`config.mk`:
```
export PLATFORM = sky130hd
export DESIGN_NAME = rt_tx_loader
export DESIGN_NICKNAME = d
export VERILOG_FILES = /design/src/rtl/rt_txl_pkg.sv /design/src/rtl/rt_txl_tick.sv /design/src/rtl/rt_txl_rate.sv /design/src/rtl/rt_txl_seq.sv /design/src/rtl/rt_tx_loader.sv
export SDC_FILE = /design/constraint.sdc
export NUM_CORES = 1
export LEC_CHECK = 0
export CORE_MARGIN = 8
export CORE_UTILIZATION = 25
export DETAILED_ROUTE_END_ITERATION = 10
export PLACE_DENSITY = 0.41
export SYNTH_ARGS = -nofsm -noshare
export SYNTH_HDL_FRONTEND = slang
export SYNTH_SLANG_ARGS = --single-unit
```
`constraint.sdc`:
```
create_clock -name clk -period 4.1 [get_ports clk]
set_clock_uncertainty 0.05 [all_clocks]
set_input_delay 0.82 -clock clk [delete_from_list [all_inputs] [get_ports clk]]
set_output_delay 0.82 -clock clk [all_outputs]
set_load 0.005 [all_outputs]
```
`src/rtl/rt_txl_pkg.sv`:
```
package rt_txl_pkg;

    localparam int WORD_W    = 16;
    localparam int BUF_WORDS = 32;
    localparam int ADDR_W    = $clog2(BUF_WORDS);
    localparam int CNT_W     = ADDR_W + 1;

    typedef enum logic [2:0] {
        ST_IDLE,
        ST_CLEAR,
        ST_ALIGN,
        ST_STROBE,
        ST_LOAD
    } seq_state_e;

    typedef struct packed {
        logic [WORD_W-1:0] raw;
        logic              xmit;
        logic [4:0]        subaddr;
        logic [4:0]        wcount;
    } cmd_t;

    function automatic cmd_t decode_cmd(input logic [WORD_W-1:0] w);
        cmd_t c;
        c.raw     = w;
        c.xmit    = w[10];
        c.subaddr = w[9:5];
        c.wcount  = w[4:0];
        return c;
    endfunction

    function automatic logic keeps_buffer(input cmd_t c, input logic [4:0] wrap_sa);
        return c.xmit && (c.subaddr == wrap_sa);
    endfunction

    function automatic logic [CNT_W-1:0] words_due(input cmd_t c, input logic chk);
        logic [CNT_W-1:0] n;
        n = (c.wcount == 5'd0) ? CNT_W'(BUF_WORDS) : CNT_W'(c.wcount);
        return chk ? n - CNT_W'(1) : n;
    endfunction

endpackage

```
`src/rtl/rt_txl_tick.sv`:
```
module rt_txl_tick #(
    parameter int CYC_PER_US = 50
) (
    input  logic clk,
    input  logic rst,
    output logic us_tick,
    output logic half_tick
);
    localparam int CW = (CYC_PER_US > 2) ? $clog2(CYC_PER_US) : 1;
    localparam logic [CW-1:0] LAST = CW'(CYC_PER_US - 1);
    localparam logic [CW-1:0] MID  = CW'(CYC_PER_US / 2 - 1);

    logic [CW-1:0] cnt_q;

    always_ff @(posedge clk) begin
        if (rst)                cnt_q <= '0;
        else if (cnt_q == LAST) cnt_q <= '0;
        else                    cnt_q <= cnt_q + CW'(1);
    end

    assign us_tick   = (cnt_q == LAST);
    assign half_tick = us_tick || (cnt_q == MID);

    AST_TICK_BOUND: assert property (@(posedge clk) disable iff (rst)
        cnt_q <= LAST) else $error("tick counter out of range");

endmodule

```
`src/rtl/rt_txl_rate.sv`:
```
module rt_txl_rate #(
    parameter int CYC_PER_US = 50,
    parameter int MIN_GAP_US = 1,
    parameter int MAX_GAP_US = 16
) (
    input  logic clk,
    input  logic rst,
    input  logic active,
    input  logic first,
    input  logic ss_strb,
    output logic accept,
    output logic timeout
);
    localparam int TOUT = MAX_GAP_US * CYC_PER_US;
    localparam int MINC = MIN_GAP_US * CYC_PER_US;
    localparam int GW   = $clog2(TOUT + 1);
    localparam logic [GW-1:0] TOUT_W = GW'(TOUT);
    localparam logic [GW-1:0] MINC_W = GW'(MINC);

    // Cycles since the burst opened or the last accepted word; saturates.
    logic [GW-1:0] gap_q;

    always_ff @(posedge clk) begin
        if (rst || !active || accept) gap_q <= GW'(1);
        else if (gap_q != TOUT_W)     gap_q <= gap_q + GW'(1);
    end

    assign accept  = active && ss_strb && (first || gap_q >= MINC_W);
    assign timeout = active && !ss_strb && (gap_q == TOUT_W);

    AST_NO_ACCEPT_AFTER_TIMEOUT: assert property (@(posedge clk) disable iff (rst)
        timeout |=> !accept) else $error("word accepted after timeout");

endmodule

```
`src/rtl/rt_txl_seq.sv`:
```
module rt_txl_seq
    import rt_txl_pkg::*;
#(
    parameter int          STRB_HALF_US = 17,
    parameter logic [4:0]  WRAP_SA      = 5'd30
) (
    input  logic              clk,
    input  logic              rst,
    input  logic              cmd_valid,
    input  logic [WORD_W-1:0] cmd_word,
    input  logic              chk_en,
    input  logic              busy,
    input  logic [WORD_W-1:0] ss_data,
    input  logic              us_tick,
    input  logic              half_tick,
    input  logic              accept,
    input  logic              timeout,
    output logic              load_active,
    output logic              load_first,
    output logic              cmd_strb_n,
    output logic [WORD_W-1:0] cmd_bus,
    output logic              buf_we,
    output logic [ADDR_W-1:0] buf_addr,
    output logic [WORD_W-1:0] buf_wdata,
    output logic              load_done,
    output logic              load_err
);
    localparam int HW = $clog2(STRB_HALF_US + 1);
    localparam logic [HW-1:0]    HALF_LAST = HW'(STRB_HALF_US - 1);
    localparam logic [CNT_W-1:0] CLR_LAST  = CNT_W'(BUF_WORDS - 1);

    seq_state_e        state_q;
    cmd_t              cmd_q;
    cmd_t              cmd_in;
    logic [CNT_W-1:0]  cnt_q;
    logic [CNT_W-1:0]  tgt_q;
    logic [HW-1:0]     half_q;
    logic              strb_n_q;
    logic              we_q;
    logic [ADDR_W-1:0] addr_q;
    logic [WORD_W-1:0] wdata_q;
    logic              done_q;
    logic              err_q;

    assign cmd_in = decode_cmd(cmd_word);

    always_ff @(posedge clk) begin
        if (rst) begin
            state_q  <= ST_IDLE;
            cmd_q    <= '0;
            cnt_q    <= '0;
            tgt_q    <= '0;
            half_q   <= '0;
            strb_n_q <= 1'b1;
            we_q     <= 1'b0;
            addr_q   <= '0;
            wdata_q  <= '0;
            done_q   <= 1'b0;
            err_q    <= 1'b0;
        end else begin
            we_q   <= 1'b0;
            done_q <= 1'b0;
            err_q  <= 1'b0;
            if (cmd_valid) begin
                cmd_q    <= cmd_in;
                tgt_q    <= words_due(cmd_in, chk_en);
                cnt_q    <= '0;
                strb_n_q <= 1'b1;
                if (keeps_buffer(cmd_in, WRAP_SA)) state_q <= ST_ALIGN;
                else                               state_q <= ST_CLEAR;
            end else begin
                unique case (state_q)
                    ST_IDLE: ;
                    ST_CLEAR: begin
                        we_q    <= 1'b1;
                        addr_q  <= cnt_q[ADDR_W-1:0];
                        wdata_q <= '0;
                        if (cnt_q == CLR_LAST) begin
                            cnt_q   <= '0;
                            state_q <= cmd_q.xmit ? ST_ALIGN : ST_IDLE;
                        end else begin
                            cnt_q <= cnt_q + CNT_W'(1);
                        end
                    end
                    ST_ALIGN: begin
                        if (us_tick) begin
                            strb_n_q <= 1'b0;
                            half_q   <= '0;
                            state_q  <= ST_STROBE;
                        end
                    end
                    ST_STROBE: begin
                        if (half_tick) begin
                            if (half_q == HALF_LAST) begin
                                strb_n_q <= 1'b1;
                                cnt_q    <= '0;
                                if (busy) begin
                                    state_q <= ST_IDLE;
                                end else if (tgt_q == '0) begin
                                    done_q  <= 1'b1;
                                    state_q <= ST_IDLE;
                                end else begin
                                    state_q <= ST_LOAD;
                                end
                            end else begin
                                half_q <= half_q + HW'(1);
                            end
                        end
                    end
                    ST_LOAD: begin
                        if (timeout) begin
                            err_q   <= 1'b1;
                            state_q <= ST_IDLE;
                        end else if (accept) begin
                            we_q    <= 1'b1;
                            addr_q  <= cnt_q[ADDR_W-1:0];
                            wdata_q <= ss_data;
                            cnt_q   <= cnt_q + CNT_W'(1);
                            if (cnt_q + CNT_W'(1) == tgt_q) begin
                                done_q  <= 1'b1;
                                state_q <= ST_IDLE;
                            end
                        end
                    end
                    default: state_q <= ST_IDLE;
                endcase
            end
        end
    end

    assign load_active = (state_q == ST_LOAD);
    assign load_first  = (cnt_q == '0);
    assign cmd_strb_n  = strb_n_q;
    assign cmd_bus     = strb_n_q ? '0 : cmd_q.raw;
    assign buf_we      = we_q;
    assign buf_addr    = addr_q;
    assign buf_wdata   = wdata_q;
    assign load_done   = done_q;
    assign load_err    = err_q;

    AST_STRB_ON_US_GRID: assert property (@(posedge clk) disable iff (rst)
        $fell(strb_n_q) |-> $past(us_tick)) else $error("strobe off grid");

    AST_NO_WRITE_IN_STROBE: assert property (@(posedge clk) disable iff (rst)
        !strb_n_q |-> !we_q) else $error("write during strobe");

    AST_DONE_ERR_EXCL: assert property (@(posedge clk) disable iff (rst)
        !(done_q && err_q)) else $error("done and error together");

    AST_DONE_STRB_HIGH: assert property (@(posedge clk) disable iff (rst)
        done_q |-> strb_n_q) else $error("done while strobe low");

endmodule

```
`src/rtl/rt_tx_loader.sv`:
```
module rt_tx_loader
    import rt_txl_pkg::*;
#(
    parameter int          CYC_PER_US   = 50,
    parameter int          STRB_HALF_US = 17,
    parameter int          MIN_GAP_US   = 1,
    parameter int          MAX_GAP_US   = 16,
    parameter logic [4:0]  WRAP_SA      = 5'd30
) (
    input  logic        clk,
    input  logic        rst,
    input  logic        cmd_valid,
    input  logic [15:0] cmd_word,
    input  logic        chk_en,
    input  logic        busy,
    input  logic        ss_strb,
    input  logic [15:0] ss_data,
    output logic        cmd_strb_n,
    output logic [15:0] cmd_bus,
    output logic        buf_we,
    output logic [4:0]  buf_addr,
    output logic [15:0] buf_wdata,
    output logic        load_done,
    output logic        load_err
);
    logic us_tick;
    logic half_tick;
    logic accept;
    logic timeout;
    logic load_active;
    logic load_first;

    rt_txl_tick #(.CYC_PER_US(CYC_PER_US)) u_tick (
        .clk       (clk),
        .rst       (rst),
        .us_tick   (us_tick),
        .half_tick (half_tick)
    );

    rt_txl_rate #(
        .CYC_PER_US (CYC_PER_US),
        .MIN_GAP_US (MIN_GAP_US),
        .MAX_GAP_US (MAX_GAP_US)
    ) u_rate (
        .clk     (clk),
        .rst     (rst),
        .active  (load_active),
        .first   (load_first),
        .ss_strb (ss_strb),
        .accept  (accept),
        .timeout (timeout)
    );

    rt_txl_seq #(
        .STRB_HALF_US (STRB_HALF_US),
        .WRAP_SA      (WRAP_SA)
    ) u_seq (
        .clk         (clk),
        .rst         (rst),
        .cmd_valid   (cmd_valid),
        .cmd_word    (cmd_word),
        .chk_en      (chk_en),
        .busy        (busy),
        .ss_data     (ss_data),
        .us_tick     (us_tick),
        .half_tick   (half_tick),
        .accept      (accept),
        .timeout     (timeout),
        .load_active (load_active),
        .load_first  (load_first),
        .cmd_strb_n  (cmd_strb_n),
        .cmd_bus     (cmd_bus),
        .buf_we      (buf_we),
        .buf_addr    (buf_addr),
        .buf_wdata   (buf_wdata),
        .load_done   (load_done),
        .load_err    (load_err)
    );

endmodule

```
Yosys cells after proc, flatten, opt, wreduce, memory -nomap -nowiden. Index checks and enable logic that the tools add are counted.

Flip-flop bits (word level): 78. Input port bits: 38. Logic and storage cells: 121.

$add $sub $neg: 5. Order comparisons: 1. Eq/ne operators: 25. Mux-type cells: 48. Bitwise logic cells: 2. Reductions and logical operators: 26.

Operator list (count): 16-bit 2-to-1 mux (3); 6-bit 2-to-1 mux (7); 16-bit case mux with 2 select lines (1); 3-bit 2-to-1 mux (10); 5-bit 2-to-1 mux (5); 5-bit case mux with 2 select lines (2); 6-bit case mux with 3 select lines (1); 3-bit case mux with 5 select lines (1); 1-bit 2-to-1 mux (13); 6-bit by 1-bit adder with 6-bit output, second input constant (2); 6-bit by 5-bit == test with 1-bit output, second input constant (2); 6-bit zero test (2); 2-bit inequality test, second input constant (6); 10-bit by 1-bit adder with 10-bit output, second input constant (1); 10-bit == test, second input constant (1); 5-bit == test, second input constant (2); 10-bit by 6-bit >= comparator with 1-bit output, second input constant (1); 10-bit inequality test, second input constant (1); 5-bit AND reduction (2); 4-bit AND reduction (2); 7-bit AND reduction (1); 3-bit by 2-bit == test with 1-bit output, second input constant (2); 6-bit == test (1); 6-bit == test, second input constant (1); other kinds (21) (37).

Logic depth before layout (Yosys ltp). Gate-level depths: netlist (run 1).

Depth after elaboration: 7. Mapped depth: 9. Mapped depth without buffers: 7.

Modules after synthesis. A second synthesis (run 1) with hierarchy kept.

Cells, all modules: 445. Area total of the unflattened synthesis: 3882.5 µm².

By module, submodules not included: rt_txl_seq (instances 1, cells each 346, area each 2937.8 µm², seq. area each 1221.2 µm²); rt_txl_rate (instances 1, cells each 67, area each 648.1 µm², seq. area each 200.2 µm²); rt_txl_tick (instances 1, cells each 32, area each 296.5 µm², seq. area each 120.1 µm²).

Worst setup path before layout (run 1). Ideal clock, no wire load.

Kind: input -> register. Start point: in rst. End point: reg u_seq.wdata_q[0], in the netlist u_seq.buf_wdata[0]. Setup time: 0.059 ns. Arrival time: 1.966 ns. Data required time: 3.991 ns. Slack: 2.026 ns. Stages: 6. Path buffers: 2. Cells stage by stage: buf_4 > nor2_1 > nand2_1 > nor2_2 > buf_2 > a22o_1.

RTL lines: start, declared (RTL line rt_tx_loader.sv:11) `input logic rst,`; end signal, assigned (RTL line rt_txl_seq.sv:117) `wdata_q <= ss_data;`; end, declared (RTL line rt_txl_seq.sv:41) `logic [WORD_W-1:0] wdata_q;`.

Worst setup path in the final report (run 1).
Start point: reg u_seq.strb_n_q, in the netlist u_seq.cmd_strb_n. End point: out cmd_strb_n.

RTL lines: start, declared (RTL line rt_txl_seq.sv:38) `logic strb_n_q;`; start signal, assigned (RTL line rt_txl_seq.sv:54) `strb_n_q <= 1'b1;`; start signal, assigned (RTL line rt_txl_seq.sv:68) `strb_n_q <= 1'b1;`; start signal, assigned (RTL line rt_txl_seq.sv:87) `strb_n_q <= 1'b0;`; end, declared (RTL line rt_tx_loader.sv:18) `output logic cmd_strb_n,`.

No word-level cell between the ends.

==> metrics.md, run 1 <==
| Metric | Value |
|---|---|
| Initial core utilization | `25.7%` |
| Drt initial violations | `between 70 and 80` |
| VDD IR-drop max | `187 µV` |
| Hold_buf cts | `0` |
| H-tree Lvls | `3` |
| Main synth FF type | `dfxtp_1` |
| Sequential share of the synthesized area | `41.3%` |
| Setup crit start kind | `flop` |
| Syn nets | `between 400 and 500` |
| Syn_area_per_cell | `approximately 9.2 µm²` |
| Max-cap violations | `0` |
| Antenna violations before repair | `0` |
| # rows | `44` |
| Worst skew pair latency | `340 ps` |
| Total Power | `between 0.0015 and 0.002 W` |
| Worst Setup Path Type | `reg -> out` |
| Fmax | `378 MHz` |
| Layout cells sized above 1 | `slightly above 7%` |
| Gpl congestion | `approximately 0.74` |
| Clock transition at the registers of the reported paths | `60 ps` |
| Leakage | `1.84 nW` |
| Total Wirelength | `9830 µm` |
| Chip Height | `138 µm` |
| P per Cell Area | `between 300 and 400 mW/mm²` |
| Vias per cell | `4.61` |
| Die X | `~140 µm` |
| Buffers on Ports | `just under 80` |
| Mapped cell area | `0.00373 mm²` |
| CP max FO | `19` |
| Total core area | `around 0.015 mm²` |
| Clock Tree Buf Depth | `2` |
| Unique masters post-synth | `~60` |
| Grt total ovfl | `0` |
| DR WL/cell | `~15 µm` |
| Total Nets Final | `between 500 and 600` |
| Post-synthesis cell count | `between 400 and 500` |
| Most frequent cell after synthesis | `dfxtp_1` |
| Register Area | `0.00154 mm²` |
| Clk root buf | `clkbuf_16` |
| Final Hold Violating Endpoints | `0` |
| CTS-repair resized insts | `0` |
| CTS tree | `done` |
| Pin count of the biggest net entering global routing | `33` |
| Clock period minus worst slack | `approximately 2600 ps` |
| Fin crit share | `between 60% and 70%` |
| Drt drc | `0` |
| Die area | `0.0191 mm²` |
| Top-Level Pins | `between 70 and 80` |
| Via count | `around 3000` |
| Post-synth top area share | `41.3%` |
| CP Buf/Inv Count | `1` |
| Num CTS Buffers | `9` |
| Setup TNS | `0 ps` |
| Share of flip-flops with an asynchronous set or reset | `0%` |
| Area growth syn-to-layout | `33.5%` |
| First-pass DRT Iterations | `4` |
| EDFF count, synth | `0` |
| CP required | `approximately 3200 ps` |
| Critical path's largest stage delay | `around 780 ps` |
| Sinks on Clock Net | `77` |
| Setup Buffers After CTS | `0` |
| DPL Wire Length | `approximately 7200 µm` |
| Total global-route track usage | `a little over a tenth` |
| Area leader, netlist | `dfxtp_1` |
| Crit-path cells | `clkdlybuf4s50_1` |
| Seq cells post-synth | `77` |
| Fillers | `~1500` |
| Diode count | `0` |
| Worst-Margin Slew | `720 ps` |
| Worst path top cell family by delay | `flip-flops` |
| Rel. slew slack | `51.9%` |
| Slowest-stage cell, CP | `dfxtp_1` |
| RSZ-0062 raised after global routing | `no` |
| Antenna Nets Post-Route | `0` |
| Number of global-route vias before repair | `between 3000 and 4000` |
| Status | `complete, no violations` |
| Worst hold path type | `reg -> reg` |
| # setup viols final | `0` |
| Crit. End Element | `output pin` |
| CP arrival | `1770 ps` |
| Post-synth top cells | `dfxtp_1, nor2_1, mux2i_1, nand2_1, nor2b_1` |
| Multi-input logic area | `between 0.002 and 0.0025 mm²` |
| Syn. warnings | `0` |
| Slew Limit Fails | `0` |
| First-pass GRT wire length | `16600 µm` |
| Ranking of synthesized cells by area | `dfxtp_1, nor2_1, mux2i_1` |
-- path summary, 6_finish.rpt --
check / slack, ps / startpoint / cells after the start / endpoint
setup / recovery: 1460 / u_seq.cmd_strb_n / 1 / cmd_strb_n
hold / removal: 420 / u_seq.buf_wdata[15] / 1 / u_seq.buf_wdata[15]
hold reg to reg: 420 / u_seq.buf_wdata[15] / 1 / u_seq.buf_wdata[15]
setup reg to reg: 1780 / u_rate.gap_q[0] / 7 / u_seq.buf_wdata[2]
-- area by class of cell --
class	instances	area share, %
sequential	77	30.9
clock buffer	11	5.07
inverter	16	1.21
clock inverter	5	1.18
multi-input combinational	296	40.9
tap	184	4.62
timing repair buffer	81	16.1
-- flip-flops by register name (all words and copies together) (netlist names) --
register and flops:
u_rate.gap_q 10, u_seq.buf_addr 5, u_seq.buf_wdata 16, u_seq.buf_we 1, u_seq.cmd_q 16, u_seq.cmd_strb_n 1
u_seq.cnt_q 6, u_seq.half_q 5, u_seq.load_done 1, u_seq.load_err 1, u_seq.state_q 3, u_seq.tgt_q 6
u_tick.cnt_q 6
-- layout by cell type, fill, tap and decap left out, types with 3 or more instances in the layout --
cell / count
nand3_1: 12
nand4_1: 4
xor2_1: 11
a21oi_1: 10
inv_1: 16
clkbuf_16: 9
dfxtp_1: 77
o21ai_0: 5
nand3b_1: 4
a211oi_1: 3
nand2_1: 22
nand2b_1: 8
xnor2_1: 14
nor4_1: 5
a22o_1: 16
nor3_1: 11
nor2b_1: 20
mux2i_1: 22
o22ai_1: 3
or2_2: 4
ha_1: 11
clkdlybuf4s50_1: 78
nor2_1: 61
buf_4: 3
a221oi_1: 3
o21a_1: 5
-- where the power goes --
group	switching [W]	total, W	internal (W)	leakage, nW
Clock	0.000321	0.000825	0.000504	0.148
Combinational	0.0000656	0.000139	0.0000737	1.06
Sequential	0.0000175	0.000784	0.000766	0.626
Total	0.000404	0.00175	0.00134	1.84
-- metrics by stage --
stage	area [µm²]	cells	worst slack (ps)	hold WS, ps	utilization [%]
finish	4980	670	1460	422	34.3
global route	4980	670	1340	439	34.3
CTS	4980	670	1410	427	34.3
detailed placement	4670	654	1290	404	32.1
global placement	4670	654	1380	409	32.1
floorplan	3730	406	2030	395	-
-- routing by layer --
layer / vias up / global-route usage (%) / wire length [µm]
li1: 1574 / - / -
met1: 1425 / 12.3 / 4700
met2: 80 / 16.3 / 4160
met3: 11 / 5.58 / 850
met4: 0 / 3.43 / 119
met5: - / 0 / 0
-- cells by family after synthesis --
family / Yosys count / synth area share (%)
AO/OA/AOI/OAI: 69 / 15.0
XOR/XNOR: 25 / 5.87
adder cells (fa/ha/maj): 11 / 3.69
buffers and inverters: 33 / 4.12
flip-flops: 77 / 41.3
multiplexers: 23 / 6.20
AND/OR/NAND/NOR: 168 / 23.8
Note: power is estimated with default switching activity, not from simulation.
==> run 2: changes to the inputs <==
--- a/config.mk
+++ b/config.mk
@@ -8,7 +8,7 @@
 export CORE_MARGIN = 8
 export CORE_UTILIZATION = 25
 export DETAILED_ROUTE_END_ITERATION = 10
-export PLACE_DENSITY = 0.41
+export PLACE_DENSITY = 0.43
 export SYNTH_ARGS = -nofsm -noshare
 export SYNTH_HDL_FRONTEND = slang
 export SYNTH_SLANG_ARGS = --single-unit
==> constraint.sdc (replaced) <==
create_clock -name clk -period 2.3 [get_ports clk]
set_clock_uncertainty 0.05 [all_clocks]
set_input_delay 0.46 -clock clk [delete_from_list [all_inputs] [get_ports clk]]
set_output_delay 0.46 -clock clk [all_outputs]
set_load 0.005 [all_outputs]
==> metrics.md, run 2 (synthesis results as in run 1) <==
| Metric | Value |
|---|---|
| Status | `complete, no violations` |
| Multi-input logic area | `0.00204 mm²` |
| CP arrival | `2320 ps` |
| Rel. slew slack | `69.5%` |
| Sw frac | `about a quarter` |
| Clock transition at the registers of the reported paths | `~60 ps` |
| H-tree Lvls | `3` |
| CP Buf/Inv Count | `1` |
| Setup crit start kind | `flop` |
| Crit. End Element | `flop` |
| Top-Level Pins | `approximately 80` |
| Gpl congestion | `between 0.7 and 0.8` |
| Total Wirelength | `roughly 10000 µm` |
| Drt drc | `0` |
| Final Hold Violating Endpoints | `0` |
| Fin crit share | `between 90% and 100%` |
| Pint | `0.00234 W` |
| CP required | `2530 ps` |
| CTS-repair resized insts | `0` |
| Diode count | `0` |
| Drt initial violations | `between 200 and 250` |
| Grt total ovfl | `0` |
| Worst Setup Path Type | `reg -> reg` |
| Hold_ws | `around 420 ps` |
| Worst-Margin Slew | `456 ps` |
| Setup Buffers After CTS | `0` |
| Initial core utilization | `between 20% and 30%` |
| Clock Tree Buf Depth | `2` |
| Pin count of the biggest net entering global routing | `33` |
| Sinks on Clock Net | `between 70 and 80` |
| Setup WS pre-CTS | `-4.15 ps` |
| Die area | `0.0191 mm²` |
| Reg2Reg Capture Point | `u_seq.buf_wdata[1]` |
| Die X | `around 140 µm` |
| Clk root buf | `clkbuf_16` |
| Total Power | `~0.003 W` |
| Worst r2r path cells | `7` |
| Total global-route track usage | `between 10% and 20%` |
| P per Cell Area | `606 mW/mm²` |
| Number of global-route vias before repair | `~3200` |
| Worst hold path type | `reg -> reg` |
| # rows | `44` |
| Critical path's largest stage delay | `between 400 and 500 ps` |
| CP max FO | `16` |
| Leakage | `between 1.5 and 2 nW` |
| Chip Height | `138 µm` |
| DR WL/cell | `about 15 µm` |
| Via count | `~3100` |
| Reg-to-Reg Start | `u_rate.gap_q[0]` |
| Worst setup startpoint | `u_rate.gap_q[0]` |
| Layout cells sized above 1 | `8.89%` |
| Logic gate share of total power | `approximately 8.5%` |
| Hold_buf cts | `0` |
| Clock period minus worst slack | `approximately 2100 ps` |
| Post-Place Cell Area | `~0.0047 mm²` |
| RSZ-0062 raised after global routing | `no` |
| Antenna Nets Post-Route | `0` |
| Commonest cells after routing, fill and taps aside | `clkdlybuf4s50_1, dfxtp_1, nor2_1, nand2_1, mux2i_1` |
| First-pass DRT Iterations | `5` |
| Slew Limit Fails | `0` |
| Net Sw Power | `0.000715 W` |
| Commonest non-fill, non-tap cell in the layout | `clkdlybuf4s50_1` |
| Buffers on Ports | `a little under 80` |
| Total Nets Final | `around 540` |
| Crit path capture | `u_seq.buf_wdata[1]` |
| Antenna violations before repair | `0` |
| VDD IR-drop max | `404 µV` |
| CTS tree | `done` |
| Reg2Reg Setup Slack | `approximately 210 ps` |
| Crit-path cells | `inv_1, ha_1, nor4_4, o221ai_4, a41oi_4, nor2b_4, a22o_1` |
| Setup TNS | `0 ps` |
| DPL Wire Length | `around 7400 µm` |
| Area growth syn-to-layout | `34.8%` |
| Power share of the clock group | `45.8%` |
| Vias per cell | `approximately 4.6` |
| Register Area | `between 0.0015 and 0.002 mm²` |
| # setup viols final | `0` |
| Cells on Worst Hold Path | `1` |
| Fillers | `around 1600` |
| Fmax | `478 MHz` |
| Worst setup margin | `approximately 210 ps` |
| Num CTS Buffers | `9` |
| Number of cells on the critical path | `7` |
| Max-cap violations | `0` |
| Final instance area | `0.00503 mm²` |
| Worst skew pair latency | `between 300 and 400 ps` |
| Total core area | `around 0.015 mm²` |
| Slowest-stage cell, CP | `nor2b_4` |
| First-pass GRT wire length | `about 17000 µm` |
| Worst path top cell family by delay | `simple AND/OR/NAND/NOR gates` |
| Sequential power share | `45.7%` |
-- run 2: cell count changes in the layout (fill, tap and decap cells not counted), sizes merged --
cell	delta
buf	+9
clkinv	+3
clkbuf	-2
clkinvlp	-1
-- run 2: routing by layer --
metal,part of all wire (%),wire length (µm),GRT usage (%),vias up
li1,-,-,-,1591
met1,48,4790,13.2,1438
met2,42,4230,15.8,85
met3,8.2,825,5.31,12
met4,1.6,156,3.72,0
met5,0,0,0,-
-- run 2: power groups by stage --
stage / Sequential (W) / Clock, W / Combinational [W]
2_1_floorplan: 0.00141 / 0 / 0.000156
3_5_place_dp: 0.00142 / 0 / 0.000263
4_1_cts: 0.00139 / 0.00146 / 0.000264
3_3_place_gp: 0.00142 / 0 / 0.000261
5_1_grt: 0.00140 / 0.00152 / 0.000288
6_report: 0.00139 / 0.00140 / 0.000260
-- run 2: final cells by class --
| class | count | share of cell area (%) |
|---|---|---|
| Clock inverter | 7 | 1.32 |
| Sequential cell | 77 | 30.6 |
| Clock buffer | 9 | 4.48 |
| Inverter | 16 | 1.19 |
| Timing Repair Buffer | 90 | 17.3 |
| Multi-Input combinational cell | 296 | 40.5 |
| Tap cell | 184 | 4.58 |
-- run 2: worst min-delay path by stage --
| stage | start | end | slack (ps) |
|---|---|---|---|
| 2_1_floorplan | u_tick.cnt_q[0] | u_tick.cnt_q[0] | 390 |
| 3_3_place_gp | u_seq.buf_wdata[1] | u_seq.buf_wdata[1] | 410 |
| 3_5_place_dp | u_seq.buf_wdata[6] | u_seq.buf_wdata[6] | 400 |
| 4_1_cts | u_seq.buf_wdata[2] | u_seq.buf_wdata[2] | 420 |
| 5_1_grt | u_seq.buf_wdata[10] | u_seq.buf_wdata[10] | 430 |
| 6_report | u_seq.buf_wdata[2] | u_seq.buf_wdata[2] | 420 |
-- run 2: worst reg2reg max path: stages (launching register included) --
cell and delay [ps]:
dfxtp_1 390, inv_1 100, ha_1 230, nor4_4 230, o221ai_4 170, a41oi_4 250, nor2b_4 420, a22o_1 200
-- run 2: metrics by stage --
step,utilization [%],std cells
after floorplan,-,406
after global placement,32.6,663
after detailed placement,32.6,663
after CTS,34.6,679
after global routing,34.6,679
final,34.6,679
==> run 3: changes to the inputs <==
--- a/config.mk
+++ b/config.mk
@@ -5,6 +5,7 @@
 export SDC_FILE = /design/constraint.sdc
 export NUM_CORES = 1
 export LEC_CHECK = 0
+export CAP_MARGIN = 20
 export CORE_MARGIN = 8
 export CORE_UTILIZATION = 25
 export DETAILED_ROUTE_END_ITERATION = 10
==> results of run 3 <==
No change in the layout: final DEF, timing and power equal those of run 2.
